--- src/rtl/nand_ecc_pkg.sv ---
package nand_ecc_pkg;
  typedef enum logic [1:0] {
    ECC_OFF   = 2'b00,
    ECC_ACC   = 2'b01,
    ECC_RDOUT = 2'b10,
    ECC_CLR   = 2'b11
  } ecc_mode_e;

  localparam int BYTE_W     = 8;
  localparam int CP_W       = 6;
  localparam int CODE_BYTES = 3;
  localparam int CODE_W     = CODE_BYTES * BYTE_W;
endpackage

--- src/rtl/nand_ecc_chunk_acc.sv ---
module nand_ecc_chunk_acc #(
  parameter int ADDR_W = 8,
  parameter int LP_W   = 2 * ADDR_W
) (
  input  logic                           clk,
  input  logic                           rst,
  input  logic                           clr,
  input  logic                           en,
  input  logic [ADDR_W-1:0]              addr,
  input  logic [nand_ecc_pkg::BYTE_W-1:0] dat,
  output logic [LP_W-1:0]                lp_o,
  output logic [nand_ecc_pkg::CP_W-1:0]   cp_o
);
  import nand_ecc_pkg::*;

  logic            par;
  logic [LP_W-1:0] lp_upd;
  logic [CP_W-1:0] cp_upd;

  always_comb begin
    par = ^dat;
    lp_upd = '0;
    for (int k = 0; k < ADDR_W; k++) begin
      lp_upd[2*k]   = par & ~addr[k];
      lp_upd[2*k+1] = par & addr[k];
    end
    cp_upd = '0;
    for (int i = 0; i < BYTE_W; i++) begin
      for (int j = 0; j < CP_W/2; j++) begin
        cp_upd[2*j + ((i >> j) & 1)] = cp_upd[2*j + ((i >> j) & 1)] ^ dat[i];
      end
    end
  end

  always_ff @(posedge clk) begin
    if (rst || clr) begin
      lp_o <= '0;
      cp_o <= '0;
    end else if (en) begin
      lp_o <= lp_o ^ lp_upd;
      cp_o <= cp_o ^ cp_upd;
    end
  end
endmodule

--- src/rtl/nand_ecc_rdout.sv ---
module nand_ecc_rdout #(
  parameter int NUM_CHUNKS = 2,
  parameter int CH_W       = (NUM_CHUNKS > 1) ? $clog2(NUM_CHUNKS) : 1
) (
  input  logic                                        clk,
  input  logic                                        rst,
  input  logic                                        clr,
  input  logic                                        adv,
  input  logic [NUM_CHUNKS*nand_ecc_pkg::CODE_W-1:0]  codes,
  output logic [1:0]                                  slot_o,
  output logic [nand_ecc_pkg::BYTE_W-1:0]             code_o
);
  import nand_ecc_pkg::*;

  logic [CH_W-1:0]   chunk;
  logic [CODE_W-1:0] cur;
  logic [BYTE_W-1:0] sel;

  always_comb begin
    cur = codes[int'(chunk)*CODE_W +: CODE_W];
    case (slot_o)
      2'd0:    sel = cur[2*BYTE_W-1:BYTE_W];
      2'd1:    sel = cur[BYTE_W-1:0];
      default: sel = cur[3*BYTE_W-1:2*BYTE_W];
    endcase
  end

  always_ff @(posedge clk) begin
    if (rst || clr) begin
      slot_o <= 2'd0;
      chunk  <= '0;
    end else if (adv) begin
      if (slot_o == 2'd2) begin
        slot_o <= 2'd0;
        chunk  <= (chunk == CH_W'(NUM_CHUNKS-1)) ? '0 : chunk + 1'b1;
      end else begin
        slot_o <= slot_o + 2'd1;
      end
    end
  end

  always_ff @(posedge clk) begin
    if (rst) code_o <= '1;
    else     code_o <= sel;
  end
endmodule

--- src/rtl/nand_hamming_ecc.sv ---
module nand_hamming_ecc #(
  parameter int CHUNK_BYTES = 256,
  parameter int NUM_CHUNKS  = 2
) (
  input  logic       clk,
  input  logic       rst,
  input  logic [1:0] mode_i,
  input  logic       dat_valid_i,
  input  logic [7:0] dat_i,
  input  logic       code_rd_i,
  output logic [7:0] code_o
);
  import nand_ecc_pkg::*;

  localparam int ADDR_W = $clog2(CHUNK_BYTES);
  localparam int LP_W   = 2 * ADDR_W;
  localparam int TOTAL  = CHUNK_BYTES * NUM_CHUNKS;
  localparam int CNT_W  = $clog2(TOTAL) + 1;
  localparam int SEL_W  = CNT_W - ADDR_W;

  ecc_mode_e mode;
  logic [CNT_W-1:0] byte_cnt;
  logic [SEL_W-1:0] chunk_sel;
  logic             clr, take, full;
  logic [1:0]       rd_slot;
  logic [NUM_CHUNKS*CODE_W-1:0] codes;

  assign mode      = ecc_mode_e'(mode_i);
  assign clr       = (mode == ECC_CLR);
  assign full      = (byte_cnt == CNT_W'(TOTAL));
  assign take      = dat_valid_i && (mode == ECC_ACC) && !full;
  assign chunk_sel = byte_cnt[CNT_W-1:ADDR_W];

  always_ff @(posedge clk) begin
    if (rst || clr)  byte_cnt <= '0;
    else if (take)   byte_cnt <= byte_cnt + 1'b1;
  end

  for (genvar g = 0; g < NUM_CHUNKS; g++) begin : g_chunk
    logic [LP_W-1:0] lp;
    logic [CP_W-1:0] cp;
    logic [15:0]     lp16;

    nand_ecc_chunk_acc #(.ADDR_W(ADDR_W), .LP_W(LP_W)) acc_i (
      .clk  (clk),
      .rst  (rst),
      .clr  (clr),
      .en   (take && (chunk_sel == SEL_W'(g))),
      .addr (byte_cnt[ADDR_W-1:0]),
      .dat  (dat_i),
      .lp_o (lp),
      .cp_o (cp)
    );

    always_comb begin
      lp16 = '0;
      lp16[LP_W-1:0] = lp;
    end

    assign codes[g*CODE_W +: CODE_W] = {~cp, 2'b11, ~lp16[15:8], ~lp16[7:0]};
  end

  nand_ecc_rdout #(.NUM_CHUNKS(NUM_CHUNKS)) rd_i (
    .clk    (clk),
    .rst    (rst),
    .clr    (clr),
    .adv    (code_rd_i && (mode == ECC_RDOUT)),
    .codes  (codes),
    .slot_o (rd_slot),
    .code_o (code_o)
  );
endmodule

--- config.mk ---
export PLATFORM = sky130hd
export DESIGN_NAME = nand_hamming_ecc
export DESIGN_NICKNAME = d
export VERILOG_FILES = /design/src/rtl/nand_ecc_pkg.sv /design/src/rtl/nand_ecc_chunk_acc.sv /design/src/rtl/nand_ecc_rdout.sv /design/src/rtl/nand_hamming_ecc.sv
export SDC_FILE = /design/constraint.sdc
export NUM_CORES = 1
export LEC_CHECK = 0
export CAP_MARGIN = 0
export CORE_UTILIZATION = 36
export CTS_BUF_LIST = sky130_fd_sc_hd__clkbuf_4 sky130_fd_sc_hd__clkbuf_8
export CTS_CLUSTER_DIAMETER = 80
export DETAILED_ROUTE_END_ITERATION = 16
export GPL_TIMING_DRIVEN = 1
export PLACE_DENSITY_LB_ADDON = 0.08
export SLEW_MARGIN = 10
export SYNTH_ARGS = -nofsm -noshare
export SYNTH_HDL_FRONTEND = slang
export SYNTH_SLANG_ARGS = --single-unit
--- constraint.sdc ---
create_clock -name clk -period 2.8 [get_ports clk]
set_clock_uncertainty 0.15 [all_clocks]
set_input_delay 0.7 -clock clk [delete_from_list [all_inputs] [get_ports clk]]
set_output_delay 0.7 -clock clk [all_outputs]
set_load 0.1 [all_outputs]
Yosys cells after proc, flatten, opt, wreduce, memory -nomap -nowiden
Cells that the tools add are included.
- bits in registers: 65
- input bits: 14
- output and inout port bits: 8
- word-level logic and storage cells: 85
- $add $sub $neg: 3
- multipliers: 1
- eq/ne operators: 7
- shift operators: 1
- mux-type cells: 3
- bitwise gates (word level): 51
- reduce and logical (&&, ||, !) cells: 11
- operators by type and width (operator ; number):
    48-bit by 32-bit indexed part select with 24-bit output ; 1
    8-bit NOT ; 4
    16-bit bitwise XOR ; 2
    1-bit bitwise XOR ; 17
    1-bit bitwise AND ; 16
    8-bit case mux with 2 select lines ; 1
    6-bit NOT ; 2
    6-bit bitwise XOR ; 2
    10-bit by 1-bit adder with 10-bit output (second input constant) ; 1
    10-bit == test (second input constant) ; 1
    1-bit NOT ; 8
    8-bit XOR reduction ; 1
    2-bit by 1-bit == test with 1-bit output (second input constant) ; 3
    2-bit == test (second input constant) ; 3
    1-bit logical AND ; 5
    2-bit logical NOT ; 2
    1-bit by 2-bit multiplier with 3-bit output (second input constant) ; 1
    2-bit by 1-bit adder with 2-bit output (second input constant) ; 1
    2-bit two-way mux ; 1
    2-bit AND reduction ; 1
    1-bit adder (second input constant) ; 1
    1-bit logical NOT ; 1
    1-bit logical OR ; 1
    1-bit two-way mux ; 1

Longest topological paths before layout
- depth in word-level cells: 4
- mapped depth: 8
- mapped depth without buffers: 7

By module
A second synthesis with hierarchy kept.
- cell total of the unflattened synthesis: 424
- area total of the unflattened synthesis: 3671.0 um^2
- modules (own cells, without submodules) (module ; times used ; cells each ; area each (um^2) ; seq. area each (um^2)):
    nand_ecc_chunk_acc ; 2 ; 121 ; 1096.1 ; 440.4
    nand_hamming_ecc ; 1 ; 107 ; 742.0 ; 200.2
    nand_ecc_rdout ; 1 ; 75 ; 737.0 ; 220.2

Least setup slack after synthesis
OpenSTA, ideal clock, no wires.
- path kind: input-to-reg
- from: input mode_i[1]
- to: register g_chunk[1].acc_i.lp_o[15]
- library setup time: 0.059 ns
- arrival time: 2.052 ns
- required time: 2.591 ns
- slack: 0.539 ns
- stages: 5
- cell sequence: nand3b_1 nor3b_1 nand2_1 or4_1 nand2_1
- cells in the longest elaborated chain, start to end: 4
- elaborated cells on any way between the ends: 6
- those cells by class: eq/ne: 2; reduce/logical: 4
- RTL lines (item ; RTL line ; RTL):
    start, declared ; nand_hamming_ecc.sv:7 ; input logic [1:0] mode_i,
    2-bit by 1-bit == test with 1-bit output ; nand_hamming_ecc.sv:31 ; assign take = dat_valid_i && (mode == ECC_ACC) && !full;
    1-bit logical AND (2 in a row) ; nand_hamming_ecc.sv:31 ;
    1-bit logical AND ; nand_hamming_ecc.sv:48 ; .en (take && (chunk_sel == SEL_W'(g))),
    end signal, assigned ; nand_ecc_chunk_acc.sv:40 ; lp_o <= lp_o ^ lp_upd;
    end, declared ; nand_ecc_chunk_acc.sv:11 ; output logic [LP_W-1:0] lp_o,
Parallel ways exist; a longest one is shown, timed or not.
A chain may end at the register's enable or synchronous reset.

Worst setup path in the final report
- from: input dat_i[3]
- to: register g_chunk[0].acc_i.lp_o[12]
- cells in the longest elaborated chain, start to end: 3
- RTL lines (item ; RTL line ; RTL):
    start, declared ; nand_hamming_ecc.sv:9 ; input logic [7:0] dat_i,
    8-bit XOR reduction ; nand_ecc_chunk_acc.sv:21 ; par = ^dat;
    1-bit bitwise AND ; nand_ecc_chunk_acc.sv:24 ; lp_upd[2*k] = par & ~addr[k];
    16-bit bitwise XOR ; nand_ecc_chunk_acc.sv:40 ;
    end signal, assigned ; nand_ecc_chunk_acc.sv:40 ;
    end, declared ; nand_ecc_chunk_acc.sv:11 ;
No other way between the ends.

==> results.json <==
{
  "crit_path_max_incr_delay_ns": 0.51,
  "tightest_slew_ns": 0.6751,
  "postCtsHoldBufs": 0,
  "synth_cells": 354,
  "cts-htree-levels": 3,
  "clk-insertion-delay-late_ns": 0.34,
  "finalHoldViolCount": 0,
  "vias_per_cell": 5.402,
  "syn_area_per_cell_um2": 8.826,
  "critical_path.slowest_cell": "sky130_fd_sc_hd__clkdlybuf4s50_1",
  "layout_min_cycle_time_ns": 2.446,
  "rsz0062_at_grt": "no",
  "timing.critical_path.max_delay_family": "buffers and inverters",
  "layout-drive-gt1-share_pct": 16.14,
  "global_route.usage.total_pct": 18.76,
  "coreArea_mm2": 0.008299,
  "critical_path.n_buffers_inverters": 2,
  "die_width_um": 95.16,
  "critical_path_required_ns": 2.92,
  "antennaDiodeCount": 0,
  "crit_chain": "clkdlybuf4s50_1, xnor2_1, xnor2_1, xnor2_2, buf_4, or4_1, a21oi_1",
  "gr-total-overflow": 0,
  "first_global_vias": 2491,
  "worst_path_class_setup": "in -> reg",
  "io_buffer_count": 21,
  "clk_pin_slew_ns": 0.07,
  "most_common_cell_after_layout_fill_and_taps_aside": "sky130_fd_sc_hd__dfxtp_1",
  "max_cap_violations": 0,
  "post_cts.resized_instances": 0,
  "synth.yosys.seq_area_share_pct": 41.65,
  "layout.nets": 389,
  "antenna_found_initial": 0,
  "flow.area_growth_from_synthesis_pct": 19.62,
  "cts_root_buffer": "sky130_fd_sc_hd__clkbuf_8",
  "clock_tree_from_tritoncts": "done",
  "drv_slew": 0,
  "post-route-period-util_pct": 87.36,
  "wire_per_inst_um": 15.75,
  "pin_count_of_the_biggest_net_entering_global_routing": 43,
  "timing.max_slew.rel_slack_pct": 54.93,
  "yosys_warnings": 0,
  "critPathLaunchType": "primary input",
  "layout.cells.most_common_list": "sky130_fd_sc_hd__dfxtp_1 (65), sky130_fd_sc_hd__a21oi_1 (48), sky130_fd_sc_hd__or3_1 (29), sky130_fd_sc_hd__o21ai_0 (28), sky130_fd_sc_hd__nand2_1 (25)",
  "place.gp.congestion": 0.7119,
  "irDropWorstVdd_mv": 0.2718,
  "grt_first_pass_wirelength_um": 12850,
  "final-setup-viol-count": 0,
  "clkSinkCount": 65,
  "detailedRoute.firstPassIterationCount": 4,
  "mappedNetlistArea_mm2": 0.003124,
  "worst_hold_check_slack_ns": 0.3318,
  "vias": 2609,
  "crit_arrival_ns": 2.56,
  "design.die.area_mm2": 0.009055,
  "post_cts_repair_setup_buffers": 0,
  "drt_iter0_markers": 90,
  "fin_tns_setup_ns": 0,
  "leakage_dissipation_uw": 0.001200,
  "remaining_drc_errors": 0,
  "detailed_placement_hpwl_um": 5083,
  "syn_nets": 370,
  "crit_path_frequent_cell": "sky130_fd_sc_hd__xnor2_1",
  "routed_wl_um": 7609,
  "fmaxAchievable_mhz": 408.8,
  "p_per_area_mw_per_mm2": 601.7,
  "cp_max_fo": 22,
  "tritoncts.num_buffers": 9,
  "floorplan.rows": 33,
  "clock_tree.buffer_depth": 2,
  "ant_nets": 0,
  "floorplan.initialDensity_pct": 37.65,
  "dieHeight_um": 95.16,
  "synth.ff_latch_count": 65,
  "timing.critical_path.to_type": "flip-flop",
  "holdCritPathClass": "reg -> reg",
  "ioPinCount": 22,
  "status": "completed",
  "yosys.cell_types.count": 31
}
final cells by class:
type	instances	area, um2
Multi-Input combinational cell	257	1707
Fill cell	828	4562
Clock inverter	7	123.9
Inverter	2	7.507
Clock buffer	9	123.9
Timing Repair Buffer	38	342.8
Tap cell	105	131.4
Sequential cell	65	1301
stage by stage:
stage,worst slack [ns],power (uW),instance area [um2],instances,utilization (%)
2_1_floorplan,0.5393,1155,3124,354,-
3_3_place_gp,0.03923,1271,3490,467,42.05
3_5_place_dp,0.01348,1277,3490,467,42.05
4_1_cts,0.3572,2279,3737,483,45.03
5_1_grt,0.2551,2345,3737,483,45.03
6_report,0.3538,2249,3737,483,45.03
cell families (layout without fill, tap and decap cells):
logic type / after synthesis / after routing / share of synthesized area (%)
flip-flops: 65 / 65 / 41.65
AND/OR/NAND/NOR: 112 / 112 / 19.86
buffers and inverters: 32 / 56 / 3.965
adder cells (fa/ha/maj): 2 / 2 / 0.8008
multiplexers: 22 / 22 / 9.932
XOR/XNOR: 23 / 23 / 6.448
AO/OA/AOI/OAI: 98 / 98 / 17.34
report_power, final:
part	total (uW)	switching, uW	internal [uW]
sequential	948	12.1	935
clock	994	393	601
combinational	307	191	116
tightest hold or removal path: stages (launching register included):
cell and delay [ns]:
sky130_fd_sc_hd__dfxtp_1 0.32, sky130_fd_sc_hd__o21ai_0 0.07, sky130_fd_sc_hd__a21oi_1 0.06
per-layer routing:
layer / vias up / track usage [%] / wire length (um)
met5: - / 0 / 0
met4: 0 / 5.682 / 134
met3: 9 / 4.785 / 213
met2: 29 / 28.93 / 3430
met1: 1238 / 25.60 / 3831
li1: 1333 / - / -
Yosys cell counts:
| master | number | share of area [%] |
|---|---|---|
| sky130_fd_sc_hd__a21o_1 | 1 | 0.24 |
| sky130_fd_sc_hd__a21oi_1 | 48 | 7.7 |
| sky130_fd_sc_hd__a31oi_1 | 1 | 0.20 |
| sky130_fd_sc_hd__and2_1 | 1 | 0.20 |
| sky130_fd_sc_hd__and3_1 | 1 | 0.20 |
| sky130_fd_sc_hd__buf_1 | 2 | 0.24 |
| sky130_fd_sc_hd__buf_2 | 3 | 0.48 |
| sky130_fd_sc_hd__clkbuf_1 | 25 | 3.0 |
| sky130_fd_sc_hd__dfxtp_1 | 65 | 42 |
| sky130_fd_sc_hd__ha_1 | 2 | 0.80 |
| sky130_fd_sc_hd__inv_1 | 2 | 0.24 |
| sky130_fd_sc_hd__mux2_2 | 12 | 4.3 |
| sky130_fd_sc_hd__mux2i_1 | 4 | 1.3 |
| sky130_fd_sc_hd__mux4_2 | 6 | 4.3 |
| sky130_fd_sc_hd__nand2_1 | 25 | 3.0 |
| sky130_fd_sc_hd__nand2b_1 | 9 | 1.8 |
| sky130_fd_sc_hd__nand3b_1 | 2 | 0.48 |
| sky130_fd_sc_hd__nand4_1 | 4 | 0.80 |
| sky130_fd_sc_hd__nor2_1 | 17 | 2.0 |
| sky130_fd_sc_hd__nor3_1 | 2 | 0.32 |
| sky130_fd_sc_hd__nor3b_1 | 2 | 0.48 |
| sky130_fd_sc_hd__nor4_1 | 1 | 0.20 |
| sky130_fd_sc_hd__o211ai_1 | 2 | 0.48 |
| sky130_fd_sc_hd__o21ai_0 | 28 | 4.5 |
| sky130_fd_sc_hd__o22ai_1 | 2 | 0.40 |
| sky130_fd_sc_hd__o31ai_1 | 16 | 3.8 |
| sky130_fd_sc_hd__or2_2 | 1 | 0.20 |
| sky130_fd_sc_hd__or3_1 | 29 | 5.8 |
| sky130_fd_sc_hd__or4_1 | 18 | 4.3 |
| sky130_fd_sc_hd__xnor2_1 | 17 | 4.8 |
| sky130_fd_sc_hd__xor2_1 | 6 | 1.7 |
registers in the layout (all words and copies together) (netlist names):
signal and cells:
byte_cnt 10, g_chunk.acc_i.cp_o 12, g_chunk.acc_i.lp_o 32, rd_i.code_o 8
rd_i.slot_o 2, rd_i.chunk 1
final timing paths:
kind              cells after the start                        end                     start  slack [ns]
setup / recovery                      7  g_chunk[0].acc_i.lp_o[12]                  dat_i[3]        0.35
hold / removal                        2   g_chunk[1].acc_i.cp_o[2]  g_chunk[1].acc_i.cp_o[2]        0.33
setup reg to reg                      3             rd_i.code_o[2]            rd_i.slot_o[0]        0.84
hold reg to reg                       2   g_chunk[1].acc_i.cp_o[2]  g_chunk[1].acc_i.cp_o[2]        0.33
Note: power is estimated with default switching activity, not from simulation.
